`config.mk`:
```
export PLATFORM = sky130hd
export DESIGN_NAME = sram_lane_ctrl
export DESIGN_NICKNAME = d
export VERILOG_FILES = /design/src/rtl/sram_lane_pkg.sv /design/src/rtl/sram_lane_seq.sv /design/src/rtl/sram_lane_dq.sv /design/src/rtl/sram_lane_ctrl.sv
export SDC_FILE = /design/constraint.sdc
export NUM_CORES = 1
export LEC_CHECK = 0
export CORE_UTILIZATION = 35
export DETAILED_ROUTE_END_ITERATION = 8
export PLACE_DENSITY = 0.65
export SETUP_SLACK_MARGIN = 0.3
export SLEW_MARGIN = 20
export SYNTH_ARGS = -nofsm -noshare
export SYNTH_HDL_FRONTEND = slang
export SYNTH_SLANG_ARGS = --single-unit
```
`constraint.sdc`:
```
create_clock -name clk_i -period 2.2 [get_ports clk_i]
set_input_delay 0.44 -clock clk_i [delete_from_list [all_inputs] [get_ports clk_i]]
set_output_delay 0.44 -clock clk_i [all_outputs]
set_load 0.005 [all_outputs]
```
`src/rtl/sram_lane_pkg.sv`:
```
package sram_lane_pkg;

  typedef struct packed {
    int unsigned rc;   // read cycle
    int unsigned wc;   // write cycle
    int unsigned pwe;  // write strobe width
    int unsigned pwb;  // lane strobe to write end
    int unsigned aw;   // address valid to write end
    int unsigned sd;   // data setup to write end
  } grade_ns_t;

  typedef enum logic [1:0] {ST_IDLE, ST_READ, ST_WPULSE, ST_WREC} seq_st_t;

  function automatic grade_ns_t grade_ns(input int unsigned grade);
    grade_ns_t t;
    if (grade == 0) begin
      t.rc = 70; t.wc = 70; t.pwe = 55; t.pwb = 60; t.aw = 65; t.sd = 30;
    end else begin
      t.rc = 85; t.wc = 85; t.pwe = 60; t.pwb = 70; t.aw = 70; t.sd = 35;
    end
    return t;
  endfunction

  function automatic int unsigned ns2cyc(input int unsigned ns, input int unsigned clk_ns);
    int unsigned c;
    c = (ns + clk_ns - 1) / clk_ns;
    return (c == 0) ? 1 : c;
  endfunction

  function automatic int unsigned umax(input int unsigned a, input int unsigned b);
    return (a > b) ? a : b;
  endfunction

endpackage

```
`src/rtl/sram_lane_seq.sv`:
```
module sram_lane_seq
  import sram_lane_pkg::*;
#(
  parameter int unsigned LANES = 2,
  parameter int unsigned N_RD  = 18,
  parameter int unsigned N_WP  = 17,
  parameter int unsigned N_REC = 1
) (
  input  logic             clk_i,
  input  logic             rst_ni,
  input  logic             req_valid_i,
  input  logic             req_we_i,
  input  logic [LANES-1:0] req_be_i,
  output logic             ready_o,
  output logic             accept_o,
  output logic             capture_o,
  output logic             rsp_valid_o,
  output logic             cs_no,
  output logic             rd_no,
  output logic             wr_no,
  output logic [LANES-1:0] lane_no,
  output logic             drive_o
);

  localparam int unsigned CMAX = umax(umax(N_RD, N_WP), N_REC);
  localparam int unsigned CW   = $clog2(CMAX + 1);

  seq_st_t         st_q;
  logic [CW-1:0]   cnt_q;
  logic            last;

  assign ready_o   = (st_q == ST_IDLE);
  assign accept_o  = req_valid_i & ready_o;
  assign last      = (cnt_q == '0);
  assign capture_o = (st_q == ST_READ) & last;

  always_ff @(posedge clk_i or negedge rst_ni) begin
    if (!rst_ni) begin
      st_q        <= ST_IDLE;
      cnt_q       <= '0;
      cs_no       <= 1'b1;
      rd_no       <= 1'b1;
      wr_no       <= 1'b1;
      lane_no     <= '1;
      drive_o     <= 1'b0;
      rsp_valid_o <= 1'b0;
    end else begin
      rsp_valid_o <= 1'b0;
      unique case (st_q)
        ST_IDLE: begin
          if (accept_o) begin
            if (req_be_i == '0) begin
              rsp_valid_o <= 1'b1;
            end else if (req_we_i) begin
              st_q    <= ST_WPULSE;
              cnt_q   <= CW'(N_WP - 1);
              cs_no   <= 1'b0;
              wr_no   <= 1'b0;
              lane_no <= ~req_be_i;
            end else begin
              st_q    <= ST_READ;
              cnt_q   <= CW'(N_RD - 1);
              cs_no   <= 1'b0;
              rd_no   <= 1'b0;
              lane_no <= ~req_be_i;
            end
          end
        end
        ST_READ: begin
          if (last) begin
            st_q        <= ST_IDLE;
            rsp_valid_o <= 1'b1;
            cs_no       <= 1'b1;
            rd_no       <= 1'b1;
            lane_no     <= '1;
          end else begin
            cnt_q <= cnt_q - 1'b1;
          end
        end
        ST_WPULSE: begin
          drive_o <= 1'b1;  // only once write-strobe is already low
          if (last) begin
            st_q    <= ST_WREC;
            cnt_q   <= CW'(N_REC - 1);
            cs_no   <= 1'b1;
            wr_no   <= 1'b1;
            lane_no <= '1;
          end else begin
            cnt_q <= cnt_q - 1'b1;
          end
        end
        default: begin  // ST_WREC: drivers held one cycle past write end
          drive_o <= 1'b0;
          if (last) begin
            st_q        <= ST_IDLE;
            rsp_valid_o <= 1'b1;
          end else begin
            cnt_q <= cnt_q - 1'b1;
          end
        end
      endcase
    end
  end

  // Write-strobe low-time monitor
  logic [CW-1:0] wr_lo_q;
  always_ff @(posedge clk_i or negedge rst_ni) begin
    if (!rst_ni)     wr_lo_q <= '0;
    else if (!wr_no) wr_lo_q <= wr_lo_q + 1'b1;
    else             wr_lo_q <= '0;
  end

  assert_wr_width_R4: assert property (@(posedge clk_i) disable iff (!rst_ni)
    $rose(wr_no) |-> (wr_lo_q == CW'(N_WP)));

  assert_wr_overlap_R4: assert property (@(posedge clk_i) disable iff (!rst_ni)
    !wr_no |-> (!cs_no && rd_no && !(&lane_no)));

  assert_no_contention_R6: assert property (@(posedge clk_i) disable iff (!rst_ni)
    drive_o |-> rd_no);

  assert_drive_window_R5: assert property (@(posedge clk_i) disable iff (!rst_ni)
    drive_o |-> (!wr_no || $past(!wr_no)));

  assert_rsp_pulse_R2: assert property (@(posedge clk_i) disable iff (!rst_ni)
    rsp_valid_o |=> !rsp_valid_o);

  assert_idle_strobes_R8: assert property (@(posedge clk_i) disable iff (!rst_ni)
    ready_o |-> (wr_no && rd_no && (&lane_no)));

endmodule

```
`src/rtl/sram_lane_dq.sv`:
```
module sram_lane_dq #(
  parameter int unsigned AW     = 17,
  parameter int unsigned LANES  = 2,
  parameter int unsigned LANE_W = 8,
  localparam int unsigned DW    = LANES * LANE_W
) (
  input  logic             clk_i,
  input  logic             rst_ni,
  input  logic             accept_i,
  input  logic             capture_i,
  input  logic [AW-1:0]    req_addr_i,
  input  logic [DW-1:0]    req_wdata_i,
  input  logic [LANES-1:0] lane_ni,
  input  logic [DW-1:0]    dq_i,
  output logic [AW-1:0]    addr_o,
  output logic [DW-1:0]    wdata_o,
  output logic [DW-1:0]    rdata_o
);

  always_ff @(posedge clk_i or negedge rst_ni) begin
    if (!rst_ni) begin
      addr_o  <= '0;
      wdata_o <= '0;
    end else if (accept_i) begin
      addr_o  <= req_addr_i;
      wdata_o <= req_wdata_i;
    end
  end

  for (genvar l = 0; l < LANES; l++) begin : g_lane
    always_ff @(posedge clk_i or negedge rst_ni) begin
      if (!rst_ni) begin
        rdata_o[l*LANE_W +: LANE_W] <= '0;
      end else if (accept_i) begin
        rdata_o[l*LANE_W +: LANE_W] <= '0;
      end else if (capture_i) begin
        rdata_o[l*LANE_W +: LANE_W] <= lane_ni[l] ? '0 : dq_i[l*LANE_W +: LANE_W];
      end
    end

    assert_lane_masked_R3: assert property (@(posedge clk_i) disable iff (!rst_ni)
      ($past(capture_i) && $past(lane_ni[l])) |-> (rdata_o[l*LANE_W +: LANE_W] == '0));
  end

endmodule

```
`src/rtl/sram_lane_ctrl.sv`:
```
module sram_lane_ctrl
  import sram_lane_pkg::*;
#(
  parameter int unsigned CLK_NS = 4,
  parameter int unsigned GRADE  = 0,
  parameter int unsigned AW     = 17,
  parameter int unsigned LANE_W = 8
) (
  input  logic                  clk_i,
  input  logic                  rst_ni,
  input  logic                  req_valid_i,
  output logic                  req_ready_o,
  input  logic                  req_we_i,
  input  logic [AW-1:0]         req_addr_i,
  input  logic [2*LANE_W-1:0]   req_wdata_i,
  input  logic [1:0]            req_be_i,
  output logic                  rsp_valid_o,
  output logic [2*LANE_W-1:0]   rsp_rdata_o,
  output logic [AW-1:0]         mem_addr_o,
  output logic                  mem_cs_no,
  output logic                  mem_rd_no,
  output logic                  mem_wr_no,
  output logic                  mem_hi_no,
  output logic                  mem_lo_no,
  output logic [2*LANE_W-1:0]   mem_dq_o,
  output logic                  mem_dq_oe_o,
  input  logic [2*LANE_W-1:0]   mem_dq_i
);

  localparam int unsigned LANES = 2;
  localparam grade_ns_t   T     = grade_ns(GRADE);
  localparam int unsigned N_RD  = ns2cyc(T.rc, CLK_NS);
  localparam int unsigned N_WP  = umax(umax(ns2cyc(T.pwe, CLK_NS), ns2cyc(T.pwb, CLK_NS)),
                                       umax(ns2cyc(T.aw, CLK_NS), ns2cyc(T.sd, CLK_NS) + 1));
  localparam int unsigned N_WC  = ns2cyc(T.wc, CLK_NS);
  localparam int unsigned N_REC = (N_WC > N_WP) ? (N_WC - N_WP) : 1;

  logic             accept;
  logic             capture;
  logic [LANES-1:0] lane_n;

  sram_lane_seq #(
    .LANES (LANES),
    .N_RD  (N_RD),
    .N_WP  (N_WP),
    .N_REC (N_REC)
  ) i_seq (
    .clk_i       (clk_i),
    .rst_ni      (rst_ni),
    .req_valid_i (req_valid_i),
    .req_we_i    (req_we_i),
    .req_be_i    (req_be_i),
    .ready_o     (req_ready_o),
    .accept_o    (accept),
    .capture_o   (capture),
    .rsp_valid_o (rsp_valid_o),
    .cs_no       (mem_cs_no),
    .rd_no       (mem_rd_no),
    .wr_no       (mem_wr_no),
    .lane_no     (lane_n),
    .drive_o     (mem_dq_oe_o)
  );

  sram_lane_dq #(
    .AW     (AW),
    .LANES  (LANES),
    .LANE_W (LANE_W)
  ) i_dq (
    .clk_i       (clk_i),
    .rst_ni      (rst_ni),
    .accept_i    (accept),
    .capture_i   (capture),
    .req_addr_i  (req_addr_i),
    .req_wdata_i (req_wdata_i),
    .lane_ni     (lane_n),
    .dq_i        (mem_dq_i),
    .addr_o      (mem_addr_o),
    .wdata_o     (mem_dq_o),
    .rdata_o     (rsp_rdata_o)
  );

  assign mem_lo_no = lane_n[0];
  assign mem_hi_no = lane_n[1];

  assert_addr_stable_R10: assert property (@(posedge clk_i) disable iff (!rst_ni)
    (!mem_cs_no && $past(!mem_cs_no)) |-> $stable(mem_addr_o));

  assert_lanes_need_cs_R3: assert property (@(posedge clk_i) disable iff (!rst_ni)
    !(&lane_n) |-> !mem_cs_no);

endmodule

```
==> impl_metrics.ini, run 1 <==
[run_status]
status = complete, no violations

[die]
fp.coreArea_um2 = 7810
num_rows = 32
dieArea_um2 = 8510
initial_core_util_pct = 36.5
die_h_um = 92.2
die_w_um = 92.2
num_io_pins = 112

[critical_path]
path_cells = inv_2, ha_4, clkdlybuf4s50_1
required_ns = 1.76
arrival_ns = 1.47
cp_slowest_cell = clkdlybuf4s50_1
path_class = flop to output pin
cpPeakStageDelay_ns = 0.49
crit_family = buffers and inverters
path_buf_inv = 2
critPathCaptureType = output pin
start_kind = flop
cp_max_fo = 3

[clock_network]
clk_path_buf_depth = 2
cts_tree = yes
cts-root-buf = clkbuf_8
insertion_delay_ns = 0.33
cts_hold_buf = 0
cts_buffers = 9
cts.sinks = 63
cts.clk_slew.worst_paths_ns = 0.07
h-tree-depth = 3

[synthesis]
synth_nets = 363
synth-seq-area-share_pct = 55.5
synth_top_area_share_pct = 50.9
synthMuxAreaShare_pct = 1.10
syn-instance-count = 304
synth-warning-count = 0
synth_edf_count = 0
synth-simple-area-share_pct = 24.1
synth-compound-area-share_pct = 13.8
yosys.area_share.xor_xnor_pct = 0
ys_ff_latch = 63
synthAdderAreaFrac_pct = 1.76
synth_top_family_by_area = simple AND/OR/NAND/NOR gates
synth_area_leaders = dfrtp_1 51%, nand2_1 14%, nand4b_1 4.9%, dfstp_2 4.6%, a21oi_1 3.5%
synth_flop_cell = dfrtp_1
synthesis.area_um2 = 2850
ys_async_sr_fraction_pct = 100
yosysUniqueCellTypes = 39
synth.largest_area_cell = dfrtp_1
synth.avg_cell_area_um2 = 9.38

[global_routing]
grt_use_total_pct = 18.7
grt_pass1_wl_um = 12500
antenna_found_initial = 0
grt_pass1_vias = 2609
grt_max_degree = 64
overflow = 0

[routing]
wl_um = 7590
drc_errors = 0
first_iter_violations = 141
via_count = 2604
wire_per_inst_um = 14.5
via_per_inst = 4.96
ant_nets = 0
first_pass_iters = 4

[final_layout]
drive_above_1_share_pct = 9.69
final_nets = 477
antenna_cells = 0
area_growth_pct = 52.3

[pwr]
p_leak_uw = 0.00192
p_per_area_nw_per_um2 = 1260
irDropWorstVdd_uv = 610

[worst_hold_path]
hp-class = primary input to asynchronous set/reset pin

[timing]
period_minus_slack_ns = 1.91
setup-tns-final_ns = 0
slew_violations = 0
finClkSkew_ns = 0.00722
hold_slack_ns = 0.117
post-route-period-util_pct = 86.6
rsz0062_at_grt = yes
hold_violations = 0
worstMarginPinSlew_ns = 0.640
setup_violations = 0
slew_headroom_pct = 57.0
timing.fmax_ghz = 0.525

[place]
gp_congestion = 0.762
io_buffers = 111
dp_hpwl_um = 4930

[flow_run]
maxCapViolations = 0
==> layout make-up <==
cell class | count | area (µm²)
inverters | 7 | 26.3
clock inverters | 3 | 65.1
flip-flops and latches | 63 | 1580
fillers | 693 | 3470
well taps | 102 | 128
multi-input cells | 215 | 1180
clock buffers | 13 | 159
repair buffers | 122 | 1200
==> Yosys cell counts, drive strengths merged, types with 2 or more instances <==
library cell,n
mux2i,2
o211ai,2
nand2b,5
nor2b,3
dfrtp,58
nand2,105
nor3,2
nor2,3
a21oi,20
dfstp,5
inv,7
and2,2
o22ai,2
a32oi,3
nand3,3
o221ai,3
a2bb2oi,3
ha,4
o21ai,22
buf,5
clkbuf,14
a31oi,2
nand4b,16
==> placed cells by master (no fill, tap or decap), types with 3 or more instances in the layout <==
cell | synthesis | final
o21ai_0 | 18 | 18
ha_1 | 4 | 3
o21ai_1 | 4 | 4
dfstp_2 | 5 | 5
nor2b_1 | 3 | 3
inv_1 | 7 | 6
nand3_1 | 3 | 3
buf_4 | 0 | 10
a21oi_1 | 20 | 20
nand2b_1 | 5 | 5
a2bb2oi_1 | 3 | 3
clkbuf_8 | 0 | 11
clkdlybuf4s50_1 | 0 | 110
nand2_1 | 105 | 105
a32oi_1 | 3 | 3
o221ai_1 | 3 | 3
nor2_1 | 3 | 3
dfrtp_1 | 58 | 58
nand4b_1 | 16 | 16
==> routing by layer <==
layer  part of all wire (%)  track usage (%)
met1                     46             24.0
met2                     45             29.5
met3                    7.9             6.05
met4                    1.2             6.77
met5                      0                0
==> worst register-to-register path, stage by stage, from the launching register on <==
cell	delay, ns
dfrtp_1	0.41
inv_1	0.10
ha_1	0.20
or4b_4	0.54
a22oi_2	0.24
a2bb2oi_1	0.20
==> state kept, by name, summed over array words and instances (netlist names) <==
name and flops:
i_seq.lane_no 2, i_seq.cnt_q 5, i_seq.wr_no 1, i_dq.rdata_o 16
i_dq.addr_o 17, i_seq.rd_no 1, i_seq.st_q 2, i_dq.wdata_o 16
i_seq.rsp_valid_o 1, i_seq.cs_no 1, i_seq.drive_o 1
==> through the flow <==
stage	cell area [µm²]	utilization, %	cells	power, µW	setup slack (ns)
global route	4340	55.6	525	5870	0.246
floorplan	2850	-	304	3080	0.544
detailed placement	4080	52.2	506	4280	0.192
CTS	4330	55.4	525	5480	0.241
finish	4340	55.6	525	5480	0.294
global placement	4080	52.2	506	4250	0.242
==> path summary, 6_finish.rpt <==
path	start	cells past startpoint	slack, ns	endpoint
max	i_seq.st_q[1]$_DFFE_PN0P_	3	0.29	req_ready_o
min	rst_ni	2	0.12	i_seq.drive_o$_DFFE_PN0N_
max reg2reg	i_seq.cnt_q[0]$_DFFE_PN0P_	5	0.44	i_seq.lane_no[1]$_DFFE_PN1P_
min reg2reg	i_dq.addr_o[12]$_DFFE_PN0N_	2	0.47	i_dq.addr_o[12]$_DFFE_PN0N_
max in group asynchronous	rst_ni	2	1.76	i_seq.cs_no$_DFFE_PN1P_
min in group clk_i	i_dq.addr_o[12]$_DFFE_PN0N_	2	0.47	i_dq.addr_o[12]$_DFFE_PN0N_
==> report_power, final <==
group / switching (µW) / internal, µW / total, µW / leakage [µW]
logic: 1150 / 1310 / 2460 / 0.00101
registers: 280 / 1610 / 1890 / 0.000801
clock network: 429 / 700 / 1130 / 0.000114
total: 1860 / 3620 / 5480 / 0.00192
==> cell families after synthesis <==
group / count (synthesis)
buffers and inverters: 26
AND/OR/NAND/NOR: 144
multiplexers: 3
adder cells (fa/ha/maj): 4
flip-flops: 63
AO/OA/AOI/OAI: 64
==> timing repair <==
item / 4_1_cts / 5_1_grt
gates cloned: 0 / 0
gates resized for setup: 2 / 3
setup endpoints to repair: 3 / 14
setup buffers: 3 / 0
hold endpoints to repair: 0 / 0
pin swaps: 0 / 1
Note: power is estimated with default switching activity, not from simulation.
==> run 2, diff against run 1 <==
SYNTH_HIERARCHICAL = 1   (was default)
==> run 2 against run 1 <==
Worst hold slack got worse by 0.014 ns. Fmax is 4.9% higher. Non-clock buffer count is 1 higher. Combinational power is 7% higher. Global-route usage shrank 2.2 points. Sequential share of layout area hardly changed. Critical path type unchanged. Register-to-register slack better by 0.06 ns. Synthesized cell count fell by 35%.
==> impl_metrics.ini, run 2 <==
[flow_run]
maxCapViolations = 0

[critical_path]
arrival_ns = 1.38
cp_max_fo = 3
cp_slowest_cell = dfstp_2
critPathCaptureType = output pin
path_class = flop to output pin
path_buf_inv = 1
required_ns = 1.76
crit_family = flip-flops
start_kind = flop
path_cells = clkdlybuf4s50_1
cpPeakStageDelay_ns = 0.55

[global_routing]
antenna_found_initial = 0
grt_use_total_pct = 16.5
top_usage_layer = met2
grtUsageMet1_pct = 22.6
overflow = 0
grt_pass1_wl_um = 10700
grt_max_degree = 40
grt_pass1_vias = 2157
use_met3_pct = 4.48
use_met2_pct = 24.0

[clock_network]
cts.clk_slew.worst_paths_ns = 0.07
h-tree-depth = 3
cts_buffers = 9
clk_path_buf_depth = 2
cts-root-buf = clkbuf_8
cts.sinks = 63
cts_tree = yes
insertion_delay_ns = 0.33
cts_hold_buf = 0

[synthesis]
ys_ff_latch = 63
synth_flop_cell = dfrtp_1
synth-seq-area-share_pct = 55.8
synth_nets = 257
synth_area_leaders = dfrtp_1 51%, mux2_4 16%, a32o_1 5.6%, dfstp_2 4.6%, buf_6 2.4%
ys_async_sr_fraction_pct = 100
synth_top_area_share_pct = 51.2
syn-instance-count = 197
yosysMostFrequentCell = dfrtp_1
synth.largest_area_cell = dfrtp_1
synthTopCellsByCount = 58 x dfrtp_1, 30 x mux2_4, 16 x a32o_1, 9 x nor2_1
yosysUniqueCellTypes = 41
synth.avg_cell_area_um2 = 14.4
synthesis.area_um2 = 2840
synth_edf_count = 0
synth-warning-count = 6

[timing]
post-route-period-util_pct = 82.6
setup_violations = 0
slew_headroom_pct = 60.2
rsz0062_at_grt = no
timing.fmax_ghz = 0.550
hold_violations = 0
slew_violations = 0
setup-tns-final_ns = 0
finClkSkew_ns = 0.00715
period_minus_slack_ns = 1.82
worstMarginPinSlew_ns = 0.597

[die]
num_rows = 32
fp.coreArea_um2 = 7770
die_h_um = 92.0
initial_core_util_pct = 36.5
die_w_um = 92.0
num_io_pins = 112
dieArea_um2 = 8460

[final_layout]
reg.largest.list = i_dq/addr_o: 17 flops, i_dq/rdata_o: 16 flops, i_dq/wdata_o: 16 flops
area_growth_pct = 53.2
final_common_cell = clkdlybuf4s50_1
drive_above_1_share_pct = 23.6
final_nets = 381
largest_reg_flops = 17
antenna_cells = 0
largest_register = i_dq/addr_o
n_fill_cell = 692
layout_common_cells = 109 x clkdlybuf4s50_1, 58 x dfrtp_1, 30 x mux2_4, 16 x a32o_1, 10 x clkbuf_8

[place]
gp_congestion = 0.803
io_buffers = 111
dp_hpwl_um = 4850

[pwr]
irDropWorstVdd_uv = 648
power_uw = 5720
p_leak_uw = 0.00185
p_per_area_nw_per_um2 = 1320

[routing]
drc_errors = 0
first_pass_iters = 4
first_iter_violations = 66
ant_nets = 0
via_count = 2133
via_per_inst = 4.98
wl_um = 6730
wire_per_inst_um = 15.7

[run_status]
status = complete, no violations

[worst_hold_path]
hp-class = primary input to asynchronous set/reset pin
-- run 2: power breakdown --
group	switching [µW]	leakage, µW	internal, µW
clock	440	0.000110	669
combinational	941	0.000967	1700
sequential	310	0.000776	1660
-- run 2: layer usage --
metal  share of wire (%)  up-vias
met5                   0        -
met4                 2.4        0
met3                 6.9       15
met2                  45       91
met1                  46     1038
li1                    -      989
-- run 2: stage by stage --
| stage | hold WS, ns | instances | utilization [%] | setup slack, ns | instance area (µm²) |
|---|---|---|---|---|---|
| 2_1_floorplan | 0.144 | 197 | - | 0.335 | 2840 |
| 3_3_place_gp | 0.477 | 409 | 52.6 | 0.148 | 4090 |
| 3_5_place_dp | 0.484 | 409 | 52.6 | 0.171 | 4090 |
| 4_1_cts | 0.110 | 428 | 55.9 | 0.357 | 4340 |
| 5_1_grt | 0.134 | 428 | 55.9 | 0.343 | 4340 |
| 6_report | 0.103 | 428 | 55.9 | 0.383 | 4340 |
-- run 2: path summary, 6_finish.rpt --
check                      slack [ns]                           to  cells past startpoint                  startpoint
setup / recovery                 0.38                    mem_rd_no                      1     i_seq/rd_no$_DFFE_PN1P_
hold / removal                   0.10  i_dq/wdata_o[8]$_DFFE_PN0P_                      1                      rst_ni
setup reg to reg                 0.50  i_dq/rdata_o[9]$_DFFE_PN0P_                      6  i_seq/cnt_q[0]$_DFFE_PN0P_
hold reg to reg                  0.49      i_seq/wr_no$_DFFE_PN1P_                      2     i_seq/wr_no$_DFFE_PN1P_
max in group asynchronous        1.48  i_dq/rdata_o[8]$_DFFE_PN0P_                      2                      rst_ni
min in group clk_i               0.49      i_seq/wr_no$_DFFE_PN1P_                      2     i_seq/wr_no$_DFFE_PN1P_
-- run 2: layout make-up --
cell class	instances	area (µm²)	share of cell area, %
inverter	8	30.0	0.691
clock buffer	11	141	3.26
multi-input combinational	116	1150	26.4
clock inverter	5	81.3	1.87
sequential	63	1580	36.4
timing repair buffer	123	1230	28.4
tap	102	128	2.94
-- run 2: what timing repair did --
action,CTS,global route
buffers inserted,3,0
hold endpoints to repair,0,0
resized for setup,5,1
endpoints found under the setup margin,3,15
-- run 2: cell families after synthesis --
group,Yosys count,synth area share [%]
buffers and inverters,18,4.19
AOI/OAI and AO/OA,46,13.2
DFF,63,55.8
muxes,35,17.8
and+or+nand+nor,30,6.80
adders and majority gates,5,2.21
==> run 3, diff against run 2 <==
PLACE_DENSITY = 0.67   (was 0.65)
clock period = 1.5 ns   (was 2.2 ns; I/O delays follow)
==> run 3 against run 2 <==
Clock skew barely moved. Register-to-register slack got worse by 0.67 ns. Critical path depth rose by 8. Highest routed layer unchanged. Sequential power rose by 44%. Global-route usage rose by 1.8 points. The run now ends with negative setup slack left. Clock power rose by 25%. Wire length rose by 15%. Final cell count rose by 16%. Worst setup slack got worse by 0.55 ns. Die area did not move. Utilization rose by 7.4 points. Cell area rose by 13%.
==> impl_metrics.ini, run 3 (synthesized netlist as in run 2, its figures left out) <==
[place]
gp_congestion = 0.844
io_buffers = 111
dp_hpwl_um = 5040

[timing]
setup-tns-final_ns = -2.89
hold_violations = 0
period_minus_slack_ns = 1.67
slew_violations = 0
post-route-period-util_pct = 111
timing.fmax_ghz = 0.599
hold_slack_ns = 0.450
setup_violations = 53
finalWorstSetupSlack_ns = -0.168
rsz0062_at_grt = yes
slew_headroom_pct = 69.6
finClkSkew_ns = 0.00676
worstMarginPinSlew_ns = 0.455

[pwr]
p_clk_share_pct = 14.7
irDropWorstVdd_uv = 879
switchingPower_uw = 3030
p_comb_share_pct = 55.2
p_per_area_nw_per_um2 = 1920
p_leak_uw = 0.00234
p_int_uw = 6420
switching_share_pct = 32.1
seqPwrFrac_pct = 30.1

[global_routing]
grt_max_degree = 27
grt_pass1_vias = 2413
antenna_found_initial = 0
grt_use_total_pct = 18.3
grt_pass1_wl_um = 12000
overflow = 0

[routing]
wl_um = 7740
first_iter_violations = 37
via_count = 2383
wire_per_inst_um = 15.6
ant_nets = 0
drc_errors = 0
first_pass_iters = 4
via_per_inst = 4.79

[die]
die_h_um = 92.0
die_w_um = 92.0
initial_core_util_pct = 36.5
num_io_pins = 112
num_rows = 32
fp.coreArea_um2 = 7770
dieArea_um2 = 8460

[critical_path]
path_cells = inv_2, buf_6, ha_4, nor4b_4, buf_4, buf_8, mux2_4, nor2_1, a21oi_1
arrival_ns = 1.91
start_kind = flop
crit_family = buffers and inverters
cpPeakStageDelay_ns = 0.39
critPathCaptureType = flop
cp_max_fo = 5
path_buf_inv = 4
required_ns = 1.74
cp_slowest_cell = dfrtp_1
path_class = flop to flop
reg2reg_slack_ns = -0.17

[worst_hold_path]
hp-class = primary input to asynchronous set/reset pin

[final_layout]
final_common_cell = buf_4
reg.largest.list = i_dq/addr_o: 17 flops, i_dq/rdata_o: 16 flops, i_dq/wdata_o: 16 flops
multi_input_area_um2 = 1340
drive_above_1_share_pct = 58.3
largest_reg_flops = 17
layout_common_cells = 60 x buf_4, 58 x dfrtp_1, 54 x buf_2, 53 x clkdlybuf4s50_1, 31 x mux2_4
regArea_um2 = 1580
final_nets = 451
n_fill_cell = 596
fin_util_pct = 63.4
antenna_cells = 0
area_growth_pct = 73.6
largest_register = i_dq/addr_o

[clock_network]
cts.sinks = 63
cts.clk_slew.worst_paths_ns = 0.07
h-tree-depth = 3
clk_path_buf_depth = 2
cts-root-buf = clkbuf_8
cts_tree = yes
insertion_delay_ns = 0.32
cts_buffers = 9

[run_status]
status = finished, violations left
violations = negative setup slack

[flow_run]
maxCapViolations = 0
## run 3: cell types whose count changed in the layout (fill, tap and decap cells not counted), moves of 4 or more
cell and delta:
buf_6 +12, buf_12 +4, clkdlybuf4s50_1 -56, buf_4 +51, nand2_1 -5, buf_2 +53
## run 3: routing by layer
layer  routed length (µm)  global-route usage [%]  up-vias
li1                     -                       -     1123
met1                 3450                    24.7     1182
met2                 3870                    28.4       71
met3                  347                    4.15        7
met4                   82                    7.68        0
met5                    0                       0        -
## run 3: worst paths after layout
path | start | cells after the start | end
setup / recovery | i_seq/cnt_q[1]$_DFFE_PN0P_ | 9 | i_seq/lane_no[1]$_DFFE_PN1P_
hold reg to reg | i_dq/rdata_o[7]$_DFFE_PN0P_ | 1 | i_dq/rdata_o[7]$_DFFE_PN0P_
min in group clk_i | i_dq/rdata_o[7]$_DFFE_PN0P_ | 1 | i_dq/rdata_o[7]$_DFFE_PN0P_
setup reg to reg | i_seq/cnt_q[1]$_DFFE_PN0P_ | 9 | i_seq/lane_no[1]$_DFFE_PN1P_
hold / removal | rst_ni | 2 | i_dq/rdata_o[10]$_DFFE_PN0P_
max in group asynchronous | rst_ni | 3 | i_seq/rd_no$_DFFE_PN1P_
## run 3: per-stage QoR
stage / power, µW / instance area (µm²) / cells / setup slack [ns]
global route: 10000 / 4920 / 498 / -0.211
detailed placement: 7120 / 4330 / 433 / -0.216
global placement: 7030 / 4330 / 433 / -0.151
finish: 9450 / 4920 / 498 / -0.168
floorplan: 5010 / 2890 / 197 / -0.260
CTS: 8830 / 4650 / 483 / -0.104
## run 3: final cells by class
type	count	share of cell area, %
Timing Repair Buffer	192	33.5
Sequential cell	63	32.2
Multi-Input combinational cell	117	27.2
Clock buffer	10	2.59
Tap cell	102	2.59
Clock inverter	6	1.25
Inverter	8	0.763
## run 3: repair_timing
| action | in CTS | in global routing |
|---|---|---|
| pin swaps | 6 | 7 |
| resized for setup | 253 | 30 |
| endpoints found under the setup margin | 120 | 72 |
| endpoints found under the hold margin | 16 | 0 |
| hold buffers | 1 | 0 |
| buffers inserted | 30 | 13 |
| cloned | 3 | 2 |
## run 3: power by group through the flow
stage / Sequential, µW / Clock, µW / Combinational [µW]
floorplan: 2930 / 0 / 2080
global placement: 2860 / 0 / 4170
detailed placement: 2880 / 0 / 4250
CTS: 2830 / 1440 / 4560
global route: 2930 / 1530 / 5570
finish: 2840 / 1390 / 5210
